===== config.mk =====
export PLATFORM = sky130hd
export DESIGN_NAME = modtimer_core
export DESIGN_NICKNAME = d
export VERILOG_FILES = /design/src/rtl/modtimer_pkg.sv /design/src/rtl/modtimer_prescale.sv /design/src/rtl/modtimer_counter.sv /design/src/rtl/modtimer_ovf_flag.sv /design/src/rtl/modtimer_core.sv
export SDC_FILE = /design/constraint.sdc
export NUM_CORES = 1
export LEC_CHECK = 0
export CAP_MARGIN = 5
export CORE_ASPECT_RATIO = 2
export CORE_UTILIZATION = 25
export DETAILED_ROUTE_END_ITERATION = 10
export MAX_ROUTING_LAYER = met4
export PLACE_DENSITY_LB_ADDON = 0.2
export SYNTH_ARGS = -nofsm -noshare
export SYNTH_HDL_FRONTEND = slang
export SYNTH_SLANG_ARGS = --single-unit

===== constraint.sdc =====
create_clock -name clk -period 2.9 [get_ports clk]
set_clock_uncertainty 0.15 [all_clocks]
set_input_delay 0.58 -clock clk [delete_from_list [all_inputs] [get_ports clk]]
set_output_delay 0.58 -clock clk [all_outputs]
set_load 0.02 [all_outputs]

===== src/rtl/modtimer_pkg.sv =====
package modtimer_pkg;

    localparam int CNT_W  = 16;
    localparam int BYTE_W = 8;
    localparam int PS_W   = 3;
    localparam int SEL_W  = 2;
    localparam int ADDR_W = 3;

    localparam logic [ADDR_W-1:0] A_CTRL   = 3'd0;
    localparam logic [ADDR_W-1:0] A_CNT_HI = 3'd1;
    localparam logic [ADDR_W-1:0] A_CNT_LO = 3'd2;
    localparam logic [ADDR_W-1:0] A_MOD_HI = 3'd3;
    localparam logic [ADDR_W-1:0] A_MOD_LO = 3'd4;

    typedef enum logic [1:0] {
        FLAG_CLEAR = 2'd0,
        FLAG_SET   = 2'd1,
        FLAG_ARMED = 2'd2
    } flag_state_e;

    typedef enum logic {
        DIR_UP   = 1'b0,
        DIR_DOWN = 1'b1
    } dir_e;

endpackage


===== src/rtl/modtimer_prescale.sv =====
module modtimer_prescale #(
    parameter int PS_W = 3
) (
    input  logic            clk,
    input  logic            rst_n,
    input  logic            clr,
    input  logic            src_tick,
    input  logic [PS_W-1:0] ps_code,
    output logic            step
);
    localparam int PRE_W = (1 << PS_W) - 1;

    logic [PRE_W-1:0] pre_cnt;
    logic [PRE_W-1:0] mask;

    always_comb begin
        mask = ~({PRE_W{1'b1}} << ps_code);
        step = src_tick && ((pre_cnt & mask) == mask);
    end

    always_ff @(posedge clk or negedge rst_n) begin
        if (!rst_n)        pre_cnt <= '0;
        else if (clr)      pre_cnt <= '0;
        else if (src_tick) pre_cnt <= pre_cnt + 1'b1;
    end


    prescale_idle_chk: assert property (@(posedge clk) disable iff (!rst_n)
        (!src_tick && !clr) |=> $stable(pre_cnt));

endmodule


===== src/rtl/modtimer_counter.sv =====
module modtimer_counter
    import modtimer_pkg::*;
#(
    parameter int CNT_W = 16
) (
    input  logic             clk,
    input  logic             rst_n,
    input  logic             clr,
    input  logic             step,
    input  logic             center,
    input  logic [CNT_W-1:0] modulo,
    output logic [CNT_W-1:0] cnt,
    output logic             ovf
);
    dir_e             dir_q, dir_d;
    logic [CNT_W-1:0] cnt_d;
    logic [CNT_W-1:0] lim;

    assign lim = (modulo == '0) ? {CNT_W{1'b1}} : modulo;

    always_ff @(posedge clk or negedge rst_n) begin
        if (!rst_n) begin
            dir_q <= DIR_UP;
            cnt   <= '0;
        end else begin
            dir_q <= dir_d;
            cnt   <= cnt_d;
        end
    end

    always_comb begin
        dir_d = dir_q;
        cnt_d = cnt;
        ovf   = 1'b0;
        if (clr) begin
            dir_d = DIR_UP;
            cnt_d = '0;
        end else if (!center) begin
            dir_d = DIR_UP;
            if (step) begin
                if (cnt == lim) begin
                    cnt_d = '0;
                    ovf   = 1'b1;
                end else begin
                    cnt_d = cnt + 1'b1;
                end
            end
        end else if (step) begin
            unique case (dir_q)
                DIR_UP: begin
                    if (cnt == lim) begin
                        dir_d = DIR_DOWN;
                        cnt_d = cnt - 1'b1;
                        ovf   = 1'b1;
                    end else begin
                        cnt_d = cnt + 1'b1;
                    end
                end
                DIR_DOWN: begin
                    if (cnt == '0) begin
                        dir_d = DIR_UP;
                        cnt_d = {{(CNT_W-1){1'b0}}, 1'b1};
                    end else begin
                        cnt_d = cnt - 1'b1;
                    end
                end
                default: dir_d = DIR_UP;
            endcase
        end
    end


    cnt_zero_after_clr_chk: assert property (@(posedge clk) disable iff (!rst_n)
        clr |=> (cnt == '0));


    hold_without_step_chk: assert property (@(posedge clk) disable iff (!rst_n)
        (!step && !clr) |=> $stable(cnt));


    up_wrap_to_zero_chk: assert property (@(posedge clk) disable iff (!rst_n)
        (ovf && !center) |=> (cnt == '0));


    center_turn_down_chk: assert property (@(posedge clk) disable iff (!rst_n)
        (ovf && center) |=> (cnt == $past(cnt) - 1'b1));

endmodule


===== src/rtl/modtimer_ovf_flag.sv =====
module modtimer_ovf_flag
    import modtimer_pkg::*;
(
    input  logic clk,
    input  logic rst_n,
    input  logic ovf,
    input  logic rd_status,
    input  logic wr_status,
    input  logic wr_bit,
    output logic flag
);
    flag_state_e state_q, state_d;

    always_ff @(posedge clk or negedge rst_n) begin
        if (!rst_n) state_q <= FLAG_CLEAR;
        else        state_q <= state_d;
    end

    always_comb begin
        state_d = state_q;
        unique case (state_q)
            FLAG_CLEAR: if (ovf) state_d = FLAG_SET;
            FLAG_SET: begin
                if (ovf)            state_d = FLAG_SET;
                else if (rd_status) state_d = FLAG_ARMED;
            end
            FLAG_ARMED: begin
                if (ovf)                       state_d = FLAG_SET;
                else if (wr_status && !wr_bit) state_d = FLAG_CLEAR;
            end
            default: state_d = FLAG_CLEAR;
        endcase
    end

    always_comb begin
        flag = (state_q != FLAG_CLEAR);
    end


    flag_falls_only_on_clear_write_chk: assert property (@(posedge clk) disable iff (!rst_n)
        $fell(flag) |-> $past(wr_status && !wr_bit));


    ovf_sets_flag_chk: assert property (@(posedge clk) disable iff (!rst_n)
        ovf |=> flag);


    flag_rises_on_ovf_chk: assert property (@(posedge clk) disable iff (!rst_n)
        $rose(flag) |-> $past(ovf));

endmodule


===== src/rtl/modtimer_core.sv =====
module modtimer_core
    import modtimer_pkg::*;
(
    input  logic              clk,
    input  logic              rst_n,
    input  logic [ADDR_W-1:0] bus_addr,
    input  logic              bus_wr,
    input  logic              bus_rd,
    input  logic [BYTE_W-1:0] bus_wdata,
    output logic [BYTE_W-1:0] bus_rdata,
    input  logic              ext_tick_a,
    input  logic              ext_tick_b,
    output logic              irq
);
    logic [PS_W-1:0]   ps_q;
    logic [SEL_W-1:0]  sel_q;
    logic              center_q;
    logic              ien_q;
    logic [CNT_W-1:0]  mod_q;
    logic [BYTE_W-1:0] lo_snap_q;

    logic              src_tick, step, ovf, flag, cnt_clr;
    logic              rd_status, wr_status;
    logic [CNT_W-1:0]  cnt;

    assign rd_status = bus_rd && (bus_addr == A_CTRL);
    assign wr_status = bus_wr && (bus_addr == A_CTRL);
    assign cnt_clr   = bus_wr && ((bus_addr == A_CNT_HI) || (bus_addr == A_CNT_LO));

    always_comb begin
        unique case (sel_q)
            2'd0:    src_tick = 1'b0;
            2'd1:    src_tick = 1'b1;
            2'd2:    src_tick = ext_tick_a;
            default: src_tick = ext_tick_b;
        endcase
    end

    always_ff @(posedge clk or negedge rst_n) begin
        if (!rst_n) begin
            ps_q      <= '0;
            sel_q     <= '0;
            center_q  <= 1'b0;
            ien_q     <= 1'b0;
            mod_q     <= '0;
            lo_snap_q <= '0;
        end else begin
            if (wr_status) begin
                ps_q     <= bus_wdata[7:5];
                sel_q    <= bus_wdata[4:3];
                center_q <= bus_wdata[2];
                ien_q    <= bus_wdata[1];
            end
            if (bus_wr && bus_addr == A_MOD_HI) mod_q[CNT_W-1:BYTE_W] <= bus_wdata;
            if (bus_wr && bus_addr == A_MOD_LO) mod_q[BYTE_W-1:0]     <= bus_wdata;
            if (bus_rd && bus_addr == A_CNT_HI) lo_snap_q             <= cnt[BYTE_W-1:0];
        end
    end

    modtimer_prescale #(.PS_W(PS_W)) u_pre (
        .clk(clk), .rst_n(rst_n), .clr(cnt_clr),
        .src_tick(src_tick), .ps_code(ps_q), .step(step)
    );

    modtimer_counter #(.CNT_W(CNT_W)) u_cnt (
        .clk(clk), .rst_n(rst_n), .clr(cnt_clr), .step(step),
        .center(center_q), .modulo(mod_q), .cnt(cnt), .ovf(ovf)
    );

    modtimer_ovf_flag u_flag (
        .clk(clk), .rst_n(rst_n), .ovf(ovf), .rd_status(rd_status),
        .wr_status(wr_status), .wr_bit(bus_wdata[0]), .flag(flag)
    );

    always_comb begin
        unique case (bus_addr)
            A_CTRL:   bus_rdata = {ps_q, sel_q, center_q, ien_q, flag};
            A_CNT_HI: bus_rdata = cnt[CNT_W-1:BYTE_W];
            A_CNT_LO: bus_rdata = lo_snap_q;
            A_MOD_HI: bus_rdata = mod_q[CNT_W-1:BYTE_W];
            A_MOD_LO: bus_rdata = mod_q[BYTE_W-1:0];
            default:  bus_rdata = '0;
        endcase
        irq = ien_q && flag;
    end


    stopped_source_no_step_chk: assert property (@(posedge clk) disable iff (!rst_n)
        (sel_q == 2'd0) |-> !step);


    irq_needs_flag_chk: assert property (@(posedge clk) disable iff (!rst_n)
        (ovf && ien_q && !wr_status) |=> irq);

endmodule


==> flow_summary.yaml, run 1 <==
floorplan:
  io-pin-count: 26
  num_rows: 66
  fp.dieH_um: 185
  core_area_um2: 16400
  die_w_um: 93.7
  die_area_um2: 17400
  start_util: 0.257
global_routing:
  first_global_vias: 4014
  grt-ovfl-total: 0
  antenna_found_initial: 0
  grt_usage: 0.197
  grt_pass1_wl_mm: 23.6
  grt_max_degree: 58
power_and_ir_drop:
  p_sw_uw: 1230
  p_per_area_nw_per_um2: 640
  p_leak_uw: 0.00216
  internal-power_uw: 2110
  seqPwrFrac: 0.357
  power.share.clock: 0.318
  power_uw: 3340
  p_sw_frac: 0.369
  power_frac_comb: 0.325
  ir_worst_vdd_v: 0.000383
routing:
  drtIter0Drc: 242
  drc: 0
  ant_nets: 0
  drt_first_pass_iters: 5
  vias: 3922
  avgViaCountPerCell: 5.42
  wirelength_mm: 15.6
  wl_per_cell_um: 21.6
critical_path:
  path_max_fanout: 13
  crit_path_end_kind: "output pin"
  crit_type: "in -> out"
  rr_worst_depth: 7
  cpPeakStageDelay_ns: 0.45
  cp_data_required_time_ns: 2.17
  cpLargestDelayFamily: "buffers and inverters"
  crit_chain: "clkdlybuf4s50_1 -> buf_12 -> nor2b_1 -> nor3_1 -> a21oi_1 -> o22ai_1 -> dlygate4sd2_1"
  start_kind: "primary input"
  critical_path_arrival_ns: 2.07
  cp.depth: 7
  slowest_stage: "clkdlybuf4s50_1"
  cp_num_buf_inv: 3
  reg2reg_slack_ns: 0.15
cts:
  cts_tree: "done"
  cts_sinks: 57
  cts.clk_slew.worst_paths_ns: 0.05
  cts_hold_buf: 0
  htree_levels: 3
  postCtsSetupBuffers: 0
  cts_resized: 12
  clockRootBuffer: "clkbuf_16"
  clockBufferDepth: 2
  insertion_delay_ns: 0.34
  cts_buffers: 9
yosys:
  synth-edff-count: 0
  async_flop_share: 1.00
  synthFlopType: "dfrtp_1"
  synth.ff_latch_count: 57
  synth.top_cell.area_share: 0.340
  netlist.top_cell.by_area: "dfrtp_1"
  ys_warn_count: 0
  synth_area_leaders: "dfrtp_1, mux2_2, xnor2_1"
  synth_fp_nets: 482
  synthCells: 461
  synth.distinct_cells: 64
  yosysSeqAreaShare: 0.340
  avgSynthCellArea_um2: 9.11
  syn_area_um2: 4200
timing:
  finalCriticalPeriod_ns: 2.80
  setup_tns_ns: 0
  rsz0062_at_grt: "no"
  max_freq_mhz: 358
  setup_ws_ns: 0.104
  slew_headroom: 0.444
  slew_viol_final: 0
  worst_pin_slew_ns: 0.830
  setup_viol: 0
  hold_viol: 0
  fin_crit_sh: 0.964
  fin_hold_ws_ns: 0.241
cells_and_area:
  drive_gt1_frac: 0.240
  areaGrowthSynthToFinish_pct: 24.2
  antennaDiodeCount: 0
  fin_area_um2: 5220
  fillCellCount: 1753
  finalNetCount: 538
place:
  port_buffers: 25
  hpwlAfterDp_mm: 12.3
  gp_congestion: 0.915
  place_ws_ns: -0.239
  place_area_um2: 4950
min_path:
  min_path_type: "in -> async"
run_status:
  status: "complete, no violations"
flow_run:
  drv_cap: 0
-- area by class of cell --
type / instances / area [µm²] / area share
flip-flops and latches: 57 / 1430 / 0.273
repair buffers: 79 / 662 / 0.127
multi-input cells: 358 / 2540 / 0.488
clock buffers: 10 / 239 / 0.0458
inverters: 12 / 45.0 / 0.00864
well taps: 204 / 255 / 0.0489
clock inverters: 4 / 45.0 / 0.00864
-- placed cells by master, fill, tap and decap left out, types with 5 or more instances in the layout --
cell,instances
clkbuf_16,9
nor2b_1,9
clkdlybuf4s50_1,15
or3_1,5
o22ai_1,14
nand4_1,14
dfrtp_1,57
mux2_2,32
and3_1,10
inv_1,11
nor4_2,7
mux2i_1,15
a21oi_1,24
xor2_1,12
nand3_1,15
nor2_1,35
nand2_1,27
o21ai_0,15
buf_4,51
nor4_1,6
and2_1,5
nor3_1,16
xnor2_1,24
-- through the flow --
| step | util | instances |
|---|---|---|
| after floorplan | - | 461 |
| after global placement | 0.303 | 710 |
| after detailed placement | 0.303 | 710 |
| after CTS | 0.320 | 724 |
| after global routing | 0.319 | 724 |
| final | 0.319 | 724 |
-- worst paths after layout --
kind / start / end
max reg2reg: mod_q[0]$_DFFE_PN0P_ / u_cnt.cnt[9]$_DFFE_PN0P_
max in group asynchronous: rst_n / mod_q[3]$_DFFE_PN0P_
min in group clk: lo_snap_q[6]$_DFFE_PN0P_ / lo_snap_q[6]$_DFFE_PN0P_
max: bus_addr[2] / bus_rdata[0]
min reg2reg: lo_snap_q[6]$_DFFE_PN0P_ / lo_snap_q[6]$_DFFE_PN0P_
min: rst_n / mod_q[0]$_DFFE_PN0P_
-- cell families after synthesis --
kind of cell,after synthesis,share of synthesized area
fa+ha+maj,4,0.0119
xor+xnor,36,0.0751
simple gates,174,0.239
buf+inv,46,0.0569
compound gates,96,0.154
flops,57,0.340
mux,48,0.124
-- registers in the layout, indices dropped and copies added, names as in the netlist --
signal	flops
center_q	1
lo_snap_q	8
u_cnt.dir_q	1
u_flag.state_q	2
u_cnt.cnt	16
ien_q	1
sel_q	2
mod_q	16
u_pre.pre_cnt	7
ps_q	3
-- per-layer routing --
metal | GRT usage | wire length [µm] | vias up
li1 | - | - | 1811
met1 | 0.169 | 5040 | 1881
met5 | - | 0 | -
met4 | 0.183 | 1530 | 0
met3 | 0.0304 | 528 | 78
met2 | 0.358 | 8500 | 152
-- Yosys cell counts, drive strengths merged, types with 5 or more instances --
library cell   n
mux2          32
xor2          12
a21oi         24
o22ai         14
and3          10
nand4         15
inv           11
nor2b          9
mux2i         16
xnor2         24
or3            5
nor2          35
and2           5
dfrtp         57
o211ai         5
clkbuf        16
nor4          15
nor3          16
nand3         15
o21ai         18
nand2         28
buf           18
-- power by group through the flow --
stage / logic [µW] / registers [µW] / clock network [µW]
2_1_floorplan: 742 / 1080 / 0
3_3_place_gp: 1080 / 1210 / 0
3_5_place_dp: 1090 / 1210 / 0
4_1_cts: 1080 / 1190 / 1080
5_1_grt: 1170 / 1210 / 1110
6_report: 1080 / 1190 / 1060
No activity file was read; power rests on OpenSTA's default activity.
==> run 2: changes to the inputs <==
CORE_MARGIN = 2   (was default)
==> run 2 against run 1 <==
  * Non-clock buffer count down 4
  * Cell area up 0.50%
  * Critical path depth down 3
  * First-iteration DRC count up 42%
  * Worst setup slack better by 0.15 ns
  * Critical path type unchanged
  * Register-to-register slack better by 0.14 ns
  * Total power up 4.5%
  * Critical endpoint is now bus_rdata[4]
  * Largest cell class unchanged
  * Fmax up 5.6%
==> flow_summary.yaml, run 2 (synthesized netlist as in run 1, its figures left out) <==
cts:
  cts_tree: "done"
  cts_resized: 10
  htree_levels: 3
  clockBufferDepth: 2
  cts_buffers: 9
  insertion_delay_ns: 0.33
  cts_sinks: 57
  cts.clk_slew.worst_paths_ns: 0.05
  postCtsSetupBuffers: 0
  clockRootBuffer: "clkbuf_16"
  cts_hold_buf: 0
floorplan:
  die_area_um2: 17900
  core_area_um2: 16600
  die_w_um: 95.7
  num_rows: 67
  io-pin-count: 26
  fp.dieH_um: 187
  start_util: 0.253
timing:
  setup_tns_ns: 0
  slew_headroom: 0.483
  max_freq_mhz: 378
  slew_viol_final: 0
  setup_viol: 0
  rsz0062_at_grt: "no"
  finalCriticalPeriod_ns: 2.65
  fin_crit_sh: 0.913
  worst_pin_slew_ns: 0.776
  hold_viol: 0
critical_path:
  crit_type: "in -> out"
  critical_path_arrival_ns: 1.92
  path_max_fanout: 7
  cp_data_required_time_ns: 2.17
  start_kind: "primary input"
  crit_path_end_kind: "output pin"
global_routing:
  grt_usage: 0.160
  grt_pass1_wl_mm: 21.5
  first_global_vias: 3801
  antenna_found_initial: 0
  grt-ovfl-total: 0
  grt_max_degree: 58
place:
  place_inst: 709
  gp_congestion: 0.881
  port_buffers: 25
  hpwlAfterDp_mm: 9.96
routing:
  ant_nets: 0
  wirelength_mm: 13.2
  vias: 3707
  wl_per_cell_um: 18.3
  drc: 0
  avgViaCountPerCell: 5.11
  drt_first_pass_iters: 5
  drtIter0Drc: 343
power_and_ir_drop:
  ir_worst_vdd_v: 0.000357
  seqPwrFrac: 0.329
  p_sw_frac: 0.334
  power_frac_comb: 0.307
  p_leak_uw: 0.00217
  p_sw_uw: 1170
  power.share.clock: 0.364
  internal-power_uw: 2320
  p_per_area_nw_per_um2: 665
  power_uw: 3490
cells_and_area:
  reg_top3: "mod_q x16, u_cnt.cnt x16, lo_snap_q x8"
  antennaDiodeCount: 0
  instances_no_fill: 725
  drive_gt1_frac: 0.228
  finalNetCount: 534
  areaGrowthSynthToFinish_pct: 24.8
  final_common_cell: "dfrtp_1"
  final_cell_mix: "dfrtp_1, buf_4, nor2_1"
flow_run:
  drv_cap: 0
min_path:
  min_path_type: "in -> async"
run_status:
  status: "complete, no violations"
run 2: per-stage QoR:
| stage | hold slack, ns | cell area [µm²] | worst slack (ns) | util |
|---|---|---|---|---|
| 2_1_floorplan | 0.134 | 4200 | 0.413 | - |
| 3_3_place_gp | 0.345 | 4900 | -0.276 | 0.295 |
| 3_5_place_dp | 0.351 | 4900 | -0.280 | 0.295 |
| 4_1_cts | 0.297 | 5250 | 0.00186 | 0.316 |
| 5_1_grt | 0.317 | 5240 | 0.184 | 0.316 |
| 6_report | 0.241 | 5240 | 0.252 | 0.316 |
run 2: cell type report:
cell class / count / area (µm²)
repair buffers: 75 / 622
clock buffers: 12 / 256
flip-flops and latches: 57 / 1430
well taps: 207 / 259
fillers: 1776 / 11400
inverters: 12 / 45.0
multi-input cells: 358 / 2530
clock inverters: 4 / 98.8
run 2: per-layer routing:
| metal | vias up | GRT usage | routed length, µm |
|---|---|---|---|
| li1 | 1803 | - | - |
| met4 | 0 | 0.0434 | 242 |
| met1 | 1798 | 0.226 | 6200 |
| met5 | - | - | 0 |
| met2 | 89 | 0.240 | 6310 |
| met3 | 17 | 0.0210 | 479 |
run 2: power groups by stage:
stage | logic, µW | clock network [µW] | registers, µW
finish | 1070 | 1270 | 1150
global route | 1180 | 1330 | 1180
CTS | 1070 | 1290 | 1150
detailed placement | 1080 | 0 | 1160
global placement | 1070 | 0 | 1160
floorplan | 742 | 0 | 1080
run 2: final timing paths:
check                                          from                       end  slack, ns  depth (start not counted)
setup / recovery                        bus_addr[0]              bus_rdata[4]       0.25                          4
hold / removal                                rst_n  u_cnt.cnt[0]$_DFFE_PN0P_       0.24                          2
setup reg to reg              mod_q[11]$_DFFE_PN0P_  u_cnt.cnt[5]$_DFFE_PN0P_       0.29                          7
hold reg to reg            lo_snap_q[4]$_DFFE_PN0P_  lo_snap_q[4]$_DFFE_PN0P_       0.36                          1
max in group asynchronous                     rst_n      mod_q[0]$_DFFE_PN0P_       1.83                          2
min in group clk           lo_snap_q[4]$_DFFE_PN0P_  lo_snap_q[4]$_DFFE_PN0P_       0.36                          1
run 2: worst max-delay path: stages:
cell and delay, ns:
clkdlybuf4s50_1 0.52, nand2b_1 0.21, o22ai_1 0.24, dlygate4sd2_1 0.36
